$ cat config.mk
export PLATFORM = sky130hd
export DESIGN_NAME = sclk_divider
export DESIGN_NICKNAME = d
export VERILOG_FILES = /design/src/rtl/sclkdiv_pkg.sv /design/src/rtl/sclkdiv_prescale.sv /design/src/rtl/sclkdiv_phase.sv /design/src/rtl/sclk_divider.sv
export SDC_FILE = /design/constraint.sdc
export NUM_CORES = 1
export LEC_CHECK = 0
export BUFFER_PORTS_ARGS = -buffer_cell sky130_fd_sc_hd__buf_4
export CELL_PAD_IN_SITES_DETAIL_PLACEMENT = 1
export CELL_PAD_IN_SITES_GLOBAL_PLACEMENT = 1
export CORE_AREA = 5 5 83 85
export CTS_CLUSTER_DIAMETER = 100
export DETAILED_ROUTE_END_ITERATION = 8
export DIE_AREA = 0 0 88 90
export GPL_ROUTABILITY_DRIVEN = 1
export PLACE_DENSITY = 0.89
export SKIP_CTS_REPAIR_TIMING = 1
export SLEW_MARGIN = 20
export SYNTH_ARGS = -nofsm -noshare
export SYNTH_HDL_FRONTEND = slang
export SYNTH_SLANG_ARGS = --single-unit
$ cat constraint.sdc
create_clock -name clk_i -period 6.65 [get_ports clk_i]
set_input_delay 0.3325 -clock clk_i [delete_from_list [all_inputs] [get_ports clk_i]]
set_output_delay 0.3325 -clock clk_i [all_outputs]
set_load 0.02 [all_outputs]
$ cat src/rtl/sclkdiv_pkg.sv
package sclkdiv_pkg;
    localparam int PRE_W = 13;
    localparam int CNT_W = 6;
    localparam int CFG_W = 1 + PRE_W + 3 * CNT_W;

    typedef struct packed {
        logic             bypass;
        logic [PRE_W-1:0] pre_m1;
        logic [CNT_W-1:0] period_m1;
        logic [CNT_W-1:0] high_m1;
        logic [CNT_W-1:0] low_m1;
    } div_cfg_t;
endpackage

$ cat src/rtl/sclkdiv_prescale.sv
module sclkdiv_prescale #(
    parameter int W = 13
) (
    input  logic         clk_i,
    input  logic         rst_ni,
    input  logic         clear_i,
    input  logic [W-1:0] limit_i,
    output logic         strobe_o
);
    typedef struct packed {
        logic [W-1:0] cnt;
    } pre_st_t;

    pre_st_t st_d, st_q;

    always_comb begin
        st_d     = st_q;
        strobe_o = !clear_i && (st_q.cnt == limit_i);
        if (clear_i || strobe_o) begin
            st_d.cnt = '0;
        end else begin
            st_d.cnt = st_q.cnt + 1'b1;
        end
    end

    always_ff @(posedge clk_i or negedge rst_ni) begin
        if (!rst_ni) st_q <= '0;
        else         st_q <= st_d;
    end
endmodule

$ cat src/rtl/sclkdiv_phase.sv
module sclkdiv_phase #(
    parameter int W = 6
) (
    input  logic         clk_i,
    input  logic         rst_ni,
    input  logic         clear_i,
    input  logic         step_i,
    input  logic [W-1:0] period_m1_i,
    input  logic [W-1:0] high_m1_i,
    input  logic [W-1:0] low_m1_i,
    output logic         wrap_o,
    output logic         level_next_o
);
    typedef struct packed {
        logic [W-1:0] cnt;
    } ph_st_t;

    ph_st_t st_d, st_q;

    always_comb begin
        st_d   = st_q;
        wrap_o = !clear_i && step_i && (st_q.cnt == period_m1_i);
        if (clear_i || wrap_o) begin
            st_d.cnt = '0;
        end else if (step_i) begin
            st_d.cnt = st_q.cnt + 1'b1;
        end
        // high up to the high point, high again past the low point
        level_next_o = (st_d.cnt <= high_m1_i) || (st_d.cnt > low_m1_i);
    end

    always_ff @(posedge clk_i or negedge rst_ni) begin
        if (!rst_ni) st_q <= '0;
        else         st_q <= st_d;
    end
endmodule

$ cat src/rtl/sclk_divider.sv
module sclk_divider
    import sclkdiv_pkg::*;
(
    input  logic             clk_i,
    input  logic             rst_ni,
    input  logic             en_i,
    input  logic [CFG_W-1:0] cfg_i,
    output logic             sclk_o,
    output logic             rise_tick_o,
    output logic             fall_tick_o
);
    typedef struct packed {
        div_cfg_t act;
        logic     run;
        logic     sclk;
        logic     byp;
        logic     rise;
        logic     fall;
    } top_st_t;

    top_st_t  st_d, st_q;
    div_cfg_t cfg_in;
    logic     clear, step, wrap, level_next, boundary;
    logic     sclk_q, byp_q;

    assign cfg_in = div_cfg_t'(cfg_i);
    assign clear  = !en_i || !st_q.run || st_q.act.bypass;

    sclkdiv_prescale #(.W(PRE_W)) u_pre (
        .clk_i    (clk_i),
        .rst_ni   (rst_ni),
        .clear_i  (clear),
        .limit_i  (st_q.act.pre_m1),
        .strobe_o (step)
    );

    sclkdiv_phase #(.W(CNT_W)) u_phase (
        .clk_i        (clk_i),
        .rst_ni       (rst_ni),
        .clear_i      (clear),
        .step_i       (step),
        .period_m1_i  (st_q.act.period_m1),
        .high_m1_i    (st_q.act.high_m1),
        .low_m1_i     (st_q.act.low_m1),
        .wrap_o       (wrap),
        .level_next_o (level_next)
    );

    always_comb begin
        st_d     = st_q;
        boundary = clear || wrap;
        if (boundary) st_d.act = cfg_in;
        st_d.run  = en_i;
        st_d.byp  = en_i && st_d.act.bypass;
        st_d.sclk = en_i && !st_d.act.bypass && level_next;
        st_d.rise = st_d.byp || (st_d.sclk && !st_q.sclk);
        st_d.fall = st_d.byp || (!st_d.sclk && st_q.sclk);
    end

    always_ff @(posedge clk_i or negedge rst_ni) begin
        if (!rst_ni) st_q <= '0;
        else         st_q <= st_d;
    end

    assign sclk_q      = st_q.sclk;
    assign byp_q       = st_q.byp;
    assign sclk_o      = byp_q ? clk_i : sclk_q;
    assign rise_tick_o = st_q.rise;
    assign fall_tick_o = st_q.fall;
endmodule

==> results_tabular.tex, run 1 <==
\begin{tabular}{lr}
\hline
Metric & Value \\
\hline
\multicolumn{2}{l}{\textbf{Status}} \\
\quad Run status & completed \\
\multicolumn{2}{l}{\textbf{Pwr}} \\
\quad Worst vdd rail ir drop & 111 uV \\
\quad Total power per unit cell area & 215 nW/um2 \\
\quad Static leakage power & 1.55 nW \\
\multicolumn{2}{l}{\textbf{Setup path}} \\
\quad Critical Path End Type & output port \\
\quad CP Max Fanout & 2 \\
\quad R2R Path Start & u\_pre.st\_q[8] \\
\quad Start point of the critical path & clk\_i \\
\quad Required time reported for the critical path endpoint & 6.32 ns \\
\quad Critical path data arrival time & approximately 4 ns \\
\quad Type of origin of the critical path & clock port \\
\quad Category of the most critical setup path & clock port to output port \\
\multicolumn{2}{l}{\textbf{Synthesis}} \\
\quad Count of flip-flops with a built-in enable after synthesis & 0 \\
\quad Cells after Synth & 241 \\
\quad Total of flip-flops plus latches after synthesis & 56 \\
\quad Share of flip-flops with an asynchronous set or reset after synthesis & 100\% \\
\quad Dominant cell type by area after synthesis & sky130\_fd\_sc\_hd\_\_dfrtp\_1 \\
\quad Post-Synthesis Net Count & 290 \\
\quad Post-synthesis sequential area ratio & 48.9\% \\
\quad Post-synthesis instance area & 2870 um2 \\
\quad Syn Area/Cell & 11.9 um2 \\
\quad Top FF cell, synth & sky130\_fd\_sc\_hd\_\_dfrtp\_1 \\
\quad Synth warn & 0 \\
\quad Top cells by area, synth & sky130\_fd\_sc\_hd\_\_dfrtp\_1 (49\%), sky130\_fd\_sc\_hd\_\_mux2\_2 (7.5\%), sky130\_fd\_sc\_hd\_\_xnor2\_1 (6.4\%), sky130\_fd\_sc\_hd\_\_ha\_1 (6.1\%), sky130\_fd\_sc\_hd\_\_mux2\_4 (5.2\%) \\
\quad Count of cell types in the netlist & 37 \\
\quad Area share of the largest cell type after synthesis & $\sim$49\% \\
\multicolumn{2}{l}{\textbf{Place}} \\
\quad Number of buffers inserted by port buffering & 37 \\
\quad RePlAce Congestion & 0.885 \\
\quad Placed wire-length estimate & 4830 um \\
\multicolumn{2}{l}{\textbf{Floorplan}} \\
\quad Std-Cell Rows & 29 \\
\quad Ports & 38 \\
\quad Width of the chip & 88 um \\
\quad Overall die area & 7920 um2 \\
\quad Initial Utilization & between 40\% and 50\% \\
\quad Y dimension of the die & 90 um \\
\quad Floorplan core area & 6130 um2 \\
\multicolumn{2}{l}{\textbf{Clock tree}} \\
\quad CTS clk-pin slew, worst paths & about 0.09 ns \\
\quad Clock Latency Late Sink & approximately 0.4 ns \\
\quad CTS tree & yes \\
\multicolumn{2}{l}{\textbf{Global route}} \\
\quad Remaining global-route overflow & 0 \\
\quad Global-route wire length before repair & between 10,000 and 15,000 um \\
\quad Total GRT Usage & between 10\% and 20\% \\
\quad Pin count of the biggest net entering global routing & 57 \\
\quad Vias in the first global route & around 2,400 \\
\quad Antenna violations before repair & 0 \\
\multicolumn{2}{l}{\textbf{Hold path}} \\
\quad Min-delay src & en\_i \\
\quad Type of the tightest min-delay check & primary input to flop \\
\multicolumn{2}{l}{\textbf{Cells and area}} \\
\quad Fraction of final layout cells sized beyond drive strength 1 & 28.8\% \\
\quad Core occupancy in the finished layout & 54.8\% \\
\quad Layout Area Growth over Synthesis & 17.1\% \\
\quad Post-layout net count & roughly 330 \\
\quad Number of antenna repair diodes & 0 \\
\multicolumn{2}{l}{\textbf{Timing}} \\
\quad Final TNS setup & 0 ns \\
\quad Unrepaired setup endpoints after global routing & no \\
\quad Final setup violation count & 0 \\
\quad Final number of max-transition violations & 0 \\
\quad Worst-case hold slack & 0.100 ns \\
\quad Slew at the pin closest to its max-slew limit & 0.709 ns \\
\quad Worst max-slew margin expressed relative to the limit & 52.3\% \\
\quad Final hold violations & 0 \\
\quad Layout Skew & 0.00622 ns \\
\multicolumn{2}{l}{\textbf{Drt}} \\
\quad DRC violations left & 0 \\
\quad Average wire length per cell after detail routing & 18.8 um \\
\quad First drt pass iteration count & 4 \\
\quad Number of vias in the routed layout & 1,995 \\
\quad Routed Wire Length & just under 7000 um \\
\quad Initial DRC Count & 110 \\
\quad Remaining antenna violation count & 0 \\
\quad Per-cell via count in the routed design & 5.51 \\
\multicolumn{2}{l}{\textbf{Flow run}} \\
\quad Max-cap check violation count & 0 \\
\hline
\end{tabular}
==> worst paths after layout <==
check	slack, ns	endpoint	depth (start not counted)
worst min register to register	0.49	rise_tick_o	1
worst min-delay path	0.10	st_q[4]	1
worst max register to register	2.70	fall_tick_o	12
min in group asynchronous	0.50	st_q[33]	2
worst max-delay path	2.36	sclk_o	4
max in group asynchronous	5.66	st_q[27]	2
==> power breakdown <==
part	switching, mW	total [mW]	internal [mW]
logic	0.0373	0.0812	0.0439
registers	0.0131	0.371	0.358
clock network	0.118	0.272	0.154
total	0.168	0.724	0.555
==> final cells by class <==
type                    count  area, um2
fillers                   662       2770
flip-flops and latches     56       1400
multi-input cells         164       1360
repair buffers             38        288
clock buffers              10        121
well taps                  77       96.3
inverters                  15       56.3
clock inverters             2       35.0
==> cells in the mapped netlist (2+ instances only) <==
master and instances:
sky130_fd_sc_hd__nand3_1 12, sky130_fd_sc_hd__nor4_1 6, sky130_fd_sc_hd__mux2_1 3, sky130_fd_sc_hd__o21ai_0 3
sky130_fd_sc_hd__xor2_1 11, sky130_fd_sc_hd__nand4_1 7, sky130_fd_sc_hd__buf_6 2, sky130_fd_sc_hd__mux2_2 19
sky130_fd_sc_hd__mux2_4 10, sky130_fd_sc_hd__a21oi_1 6, sky130_fd_sc_hd__xnor2_2 2, sky130_fd_sc_hd__nand2b_1 2
sky130_fd_sc_hd__and3_1 6, sky130_fd_sc_hd__nor3_1 2, sky130_fd_sc_hd__dfrtp_1 56, sky130_fd_sc_hd__ha_1 14
sky130_fd_sc_hd__nand2_1 7, sky130_fd_sc_hd__nor2_1 19, sky130_fd_sc_hd__xnor2_1 21, sky130_fd_sc_hd__inv_1 15
sky130_fd_sc_hd__clkbuf_1 2
==> kinds of logic after synthesis <==
kind of cell	synth area share [%]
and+or+nand+nor	11.9
DFF	48.9
xor gates and xnor gates	10.9
muxes	14.2
buffers and inverters	3.97
AOI/OAI and AO/OA	4.01
adders and majority gates	6.11
==> routing by layer <==
| metal | GRT usage, % | routed length [um] | share of wire, % | vias to the layer above |
|---|---|---|---|---|
| li1 | - | - | - | 923 |
| met1 | 22.2 | 2800 | 41 | 1024 |
| met2 | 31.8 | 3650 | 54 | 37 |
| met3 | 5.85 | 258 | 3.8 | 11 |
| met4 | 6.52 | 112 | 1.6 | 0 |
| met5 | 0 | 0 | 0 | - |
==> state kept, by name (all words and copies together), names as in the netlist <==
register / count
u_phase.st_q: 6
u_pre.st_q: 13
st_q: 33
sclk_q: 1
rise_tick_o: 1
byp_q: 1
fall_tick_o: 1
==> placed cells by master, fill, tap and decap left out, drive strengths merged <==
cell         instances
ha                  14
and3b                1
o2111ai              1
xor2                11
nand3               12
mux2i                1
clkinv               1
a211oi               1
nand2b               2
nand2                7
and4                 1
nor4                 6
o32ai                1
a32o                 1
a21oi                6
nand3b               1
nor2                19
inv                 15
dlygate4sd3          1
or4                  1
a21o                 1
o21ai                4
and3                 6
clkbuf               9
dfrtp               56
nand4                7
buf                 38
xnor2               23
and2                 1
mux2                32
o221a                1
bufinv               1
nor3                 2
o21a                 1
==> worst max-delay path, stage by stage <==
cell and delay (ns):
sky130_fd_sc_hd__clkbuf_8 0.11, sky130_fd_sc_hd__clkbuf_8 0.12, sky130_fd_sc_hd__mux2_2 0.25, sky130_fd_sc_hd__buf_4 0.16
==> per-stage QoR <==
step / area (um2) / setup slack [ns] / instances / power (mW)
4_1_cts: 3350 / 2.35 / 361 / 0.733
6_report: 3360 / 2.36 / 362 / 0.724
5_1_grt: 3360 / 2.33 / 362 / 0.758
3_3_place_gp: 3200 / 2.60 / 350 / 0.460
2_1_floorplan: 2870 / 2.69 / 241 / 0.426
3_5_place_dp: 3200 / 2.60 / 350 / 0.464
No activity file was read; power rests on OpenSTA's default activity.
==> inputs of run 2 (changes only) <==
--- a/config.mk
+++ b/config.mk
@@ -8,12 +8,12 @@
 export BUFFER_PORTS_ARGS = -buffer_cell sky130_fd_sc_hd__buf_4
 export CELL_PAD_IN_SITES_DETAIL_PLACEMENT = 1
 export CELL_PAD_IN_SITES_GLOBAL_PLACEMENT = 1
-export CORE_AREA = 5 5 83 85
+export CORE_AREA = 5 5 90 92
 export CTS_CLUSTER_DIAMETER = 100
 export DETAILED_ROUTE_END_ITERATION = 8
-export DIE_AREA = 0 0 88 90
+export DIE_AREA = 0 0 95 97
 export GPL_ROUTABILITY_DRIVEN = 1
-export PLACE_DENSITY = 0.89
+export PLACE_DENSITY = 0.8
 export SKIP_CTS_REPAIR_TIMING = 1
 export SLEW_MARGIN = 20
 export SYNTH_ARGS = -nofsm -noshare
==> constraint.sdc (replaced) <==
create_clock -name clk_i -period 3.6 [get_ports clk_i]
set_input_delay 0.18 -clock clk_i [delete_from_list [all_inputs] [get_ports clk_i]]
set_output_delay 0.18 -clock clk_i [all_outputs]
set_load 0.02 [all_outputs]
==> results_tabular.tex, run 2 (synthesized netlist as in run 1, its figures left out) <==
\begin{tabular}{lr}
\hline
Metric & Value \\
\hline
\multicolumn{2}{l}{\textbf{Hold path}} \\
\quad Type of the tightest min-delay check & primary input to async pin (was primary input to flop) \\
\multicolumn{2}{l}{\textbf{Drt}} \\
\quad Routed Wire Length & 6930 um (was 6820 um) \\
\quad First drt pass iteration count & 4 (unchanged) \\
\quad Remaining antenna violation count & 0 (unchanged) \\
\quad Met3 WL post-DR & 276 um (was 258 um) \\
\quad DRC violations left & 0 (unchanged) \\
\quad Number of vias in the routed layout & 2,060 (was 1,995) \\
\quad Post-Route M1 WL & 2940 um (was 2800 um) \\
\quad Average wire length per cell after detail routing & 16.5 um (was 18.8 um) \\
\quad Sum of met2 wire segment lengths after detailed routing & 3530 um (was 3650 um) \\
\quad Initial DRC Count & 80 (was 110) \\
\quad Max Used Layer & met4 (unchanged) \\
\quad Per-cell via count in the routed design & 4.92 (was 5.51) \\
\multicolumn{2}{l}{\textbf{Cells and area}} \\
\quad Final cell count without fillers & 419 (was 362) \\
\quad Filler cell count in the final layout & 771 (was 662) \\
\quad Reg with most FFs & st\_q (unchanged) \\
\quad Post-layout net count & 368 (was 333) \\
\quad Commonest non-fill, non-tap cell in the layout & sky130\_fd\_sc\_hd\_\_dfrtp\_1 (unchanged) \\
\quad Top library cells by usage in the layout, fill and taps aside & sky130\_fd\_sc\_hd\_\_dfrtp\_1 (56), sky130\_fd\_sc\_hd\_\_buf\_4 (40), sky130\_fd\_sc\_hd\_\_dlygate4sd3\_1 (34) (was sky130\_fd\_sc\_hd\_\_dfrtp\_1 (56), sky130\_fd\_sc\_hd\_\_buf\_4 (38), sky130\_fd\_sc\_hd\_\_xnor2\_1 (21)) \\
\quad Top Registers & st\_q: 33 flops, u\_pre.st\_q: 13 flops, u\_phase.st\_q: 6 flops (unchanged) \\
\quad Number of antenna repair diodes & 0 (unchanged) \\
\quad Fraction of final layout cells sized beyond drive strength 1 & 26.6\% (was 28.8\%) \\
\quad Flip-flop count of the largest register after layout & 33 (unchanged) \\
\quad Area of combinational cells with multiple inputs & 1360 um2 (unchanged) \\
\quad Sequential Area & 1400 um2 (unchanged) \\
\quad Layout Area Growth over Synthesis & 30.8\% (was 17.1\%) \\
\multicolumn{2}{l}{\textbf{Timing}} \\
\quad Slew at the pin closest to its max-slew limit & 0.729 ns (was 0.709 ns) \\
\quad Final hold violations & 0 (unchanged) \\
\quad Unrepaired setup endpoints after global routing & no (unchanged) \\
\quad Upper clock frequency limit & 291 MHz \\
\quad Final TNS setup & 0 ns (unchanged) \\
\quad Final setup violation count & 0 (unchanged) \\
\quad Worst-case hold slack & 0.350 ns (was 0.100 ns) \\
\quad Period utilisation layout & 95.6\% \\
\quad Layout Skew & 0.0163 ns (was 0.00622 ns) \\
\quad Final number of max-transition violations & 0 (unchanged) \\
\quad Worst max-slew margin expressed relative to the limit & 51.4\% (was 52.3\%) \\
\quad Post-layout minimum cycle time & 3.44 ns \\
\multicolumn{2}{l}{\textbf{Setup path}} \\
\quad Required time reported for the critical path endpoint & 3.91 ns (was 6.32 ns) \\
\quad Critical path data arrival time & 3.75 ns (was 3.96 ns) \\
\quad CP Max Fanout & 5 (was 2) \\
\quad Critical Path End Type & flop (was output port) \\
\quad Type of origin of the critical path & flop (was clock port) \\
\quad Category of the most critical setup path & flop to flop (was clock port to output port) \\
\multicolumn{2}{l}{\textbf{Status}} \\
\quad Run status & completed (unchanged) \\
\multicolumn{2}{l}{\textbf{Pwr}} \\
\quad Switching fraction of total power & 23.0\% (was 23.2\%) \\
\quad Sw Pwr & 0.326 mW (was 0.168 mW) \\
\quad Worst vdd rail ir drop & 177 uV (was 111 uV) \\
\quad Clock power frac & 38.9\% (was 37.5\%) \\
\quad Combinational fraction of design power & 12.7\% (was 11.2\%) \\
\quad Internal cell power & 1.09 mW (was 0.555 mW) \\
\quad Sequential cell fraction of total power & 48.4\% (was 51.3\%) \\
\quad Static leakage power & 1.71 nW (was 1.55 nW) \\
\quad Total power per unit cell area & 377 nW/um2 (was 215 nW/um2) \\
\multicolumn{2}{l}{\textbf{Global route}} \\
\quad Pin count of the biggest net entering global routing & 57 (unchanged) \\
\quad Total GRT Usage & 15.4\% (was 18.8\%) \\
\quad Global-route wire length before repair & 10,900 um (was 11,500 um) \\
\quad Vias in the first global route & 2,255 (was 2,380) \\
\quad Remaining global-route overflow & 0 (unchanged) \\
\quad Antenna violations before repair & 0 (unchanged) \\
\multicolumn{2}{l}{\textbf{Floorplan}} \\
\quad Initial Utilization & 40.2\% (was 46.8\%) \\
\quad Width of the chip & 95 um (was 88 um) \\
\quad Std-Cell Rows & 31 (was 29) \\
\quad Y dimension of the die & 97 um (was 90 um) \\
\quad Ports & 38 (unchanged) \\
\quad Overall die area & 9220 um2 (was 7920 um2) \\
\quad Floorplan core area & 7140 um2 (was 6130 um2) \\
\multicolumn{2}{l}{\textbf{Place}} \\
\quad RePlAce Congestion & 0.776 (was 0.885) \\
\quad Placed wire-length estimate & 4580 um (was 4830 um) \\
\quad Number of placed instances with taps included & 374 (was 350) \\
\quad Number of buffers inserted by port buffering & 37 (unchanged) \\
\multicolumn{2}{l}{\textbf{Clock tree}} \\
\quad Clock Latency Late Sink & 0.42 ns (was 0.41 ns) \\
\quad CTS clk-pin slew, worst paths & 0.11 ns (was 0.09 ns) \\
\quad CTS tree & yes (unchanged) \\
\multicolumn{2}{l}{\textbf{Flow run}} \\
\quad Max-cap check violation count & 0 (unchanged) \\
\hline
\end{tabular}
-- run 2: cell types whose count changed in the layout (fill, tap and decap cells not counted) --
cell / before / now
sky130_fd_sc_hd__clkbuf_8: 8 / 10
sky130_fd_sc_hd__clkbuf_1: 1 / 0
sky130_fd_sc_hd__clkinv_2: 1 / 0
sky130_fd_sc_hd__buf_4: 38 / 40
sky130_fd_sc_hd__dlygate4sd3_1: 1 / 34
-- run 2: stage by stage --
stage	cell area, um2	util, %	power, mW	setup slack (ns)
6_report	3750	52.5	1.41	0.159
5_1_grt	3750	52.5	1.49	0.00837
4_1_cts	3410	47.8	1.40	0.184
3_5_place_dp	3240	45.4	0.859	0.313
3_3_place_gp	3240	45.4	0.852	0.452
2_1_floorplan	2870	-	0.786	0.616
-- run 2: power by group through the flow --
stage          Combinational (mW)  Clock [mW]  Sequential, mW
4_1_cts                     0.151       0.565           0.685
3_3_place_gp                0.144      0.0130           0.695
3_5_place_dp                0.150      0.0130           0.697
6_report                    0.180       0.550           0.685
2_1_floorplan              0.0862     0.00827           0.692
5_1_grt                     0.199       0.601           0.689
-- run 2: critical path, cell delays in order (launching register included) --
cell and delay (ns):
sky130_fd_sc_hd__dfrtp_1 0.44, sky130_fd_sc_hd__xnor2_1 0.20, sky130_fd_sc_hd__nand4_1 0.25, sky130_fd_sc_hd__nor4_1 0.64
sky130_fd_sc_hd__mux2i_1 0.16, sky130_fd_sc_hd__nor4_1 0.50, sky130_fd_sc_hd__ha_1 0.35, sky130_fd_sc_hd__nand4_1 0.12
sky130_fd_sc_hd__a21oi_1 0.05, sky130_fd_sc_hd__a211oi_1 0.23, sky130_fd_sc_hd__o221a_2 0.28, sky130_fd_sc_hd__o32ai_1 0.11
-- run 2: layer usage --
metal / track usage [%] / vias to the layer above
met5: 0 / -
met4: 5.66 / 0
met2: 24.7 / 41
met3: 4.42 / 11
met1: 19.4 / 1022
li1: - / 986
-- run 2: layout make-up --
cell class / instances / area share (%)
Clock buffer: 11 / 3.87
Clock inverter: 1 / 0.801
Inverter: 15 / 1.50
Multi-Input combinational cell: 164 / 36.3
Sequential cell: 56 / 37.4
Tap cell: 99 / 3.30
Timing Repair Buffer: 73 / 16.9
-- run 2: worst paths after layout --
kind	from	slack [ns]	cells past startpoint	end
setup / recovery	u_pre.st_q[4]	0.16	11	rise_tick_o
hold / removal	rst_ni	0.35	2	st_q[29]
setup reg to reg	u_pre.st_q[4]	0.16	11	rise_tick_o
hold reg to reg	st_q[10]	0.52	1	st_q[10]
max in group asynchronous	rst_ni	2.75	2	st_q[27]
min in group clk_i	en_i	0.49	2	st_q[4]
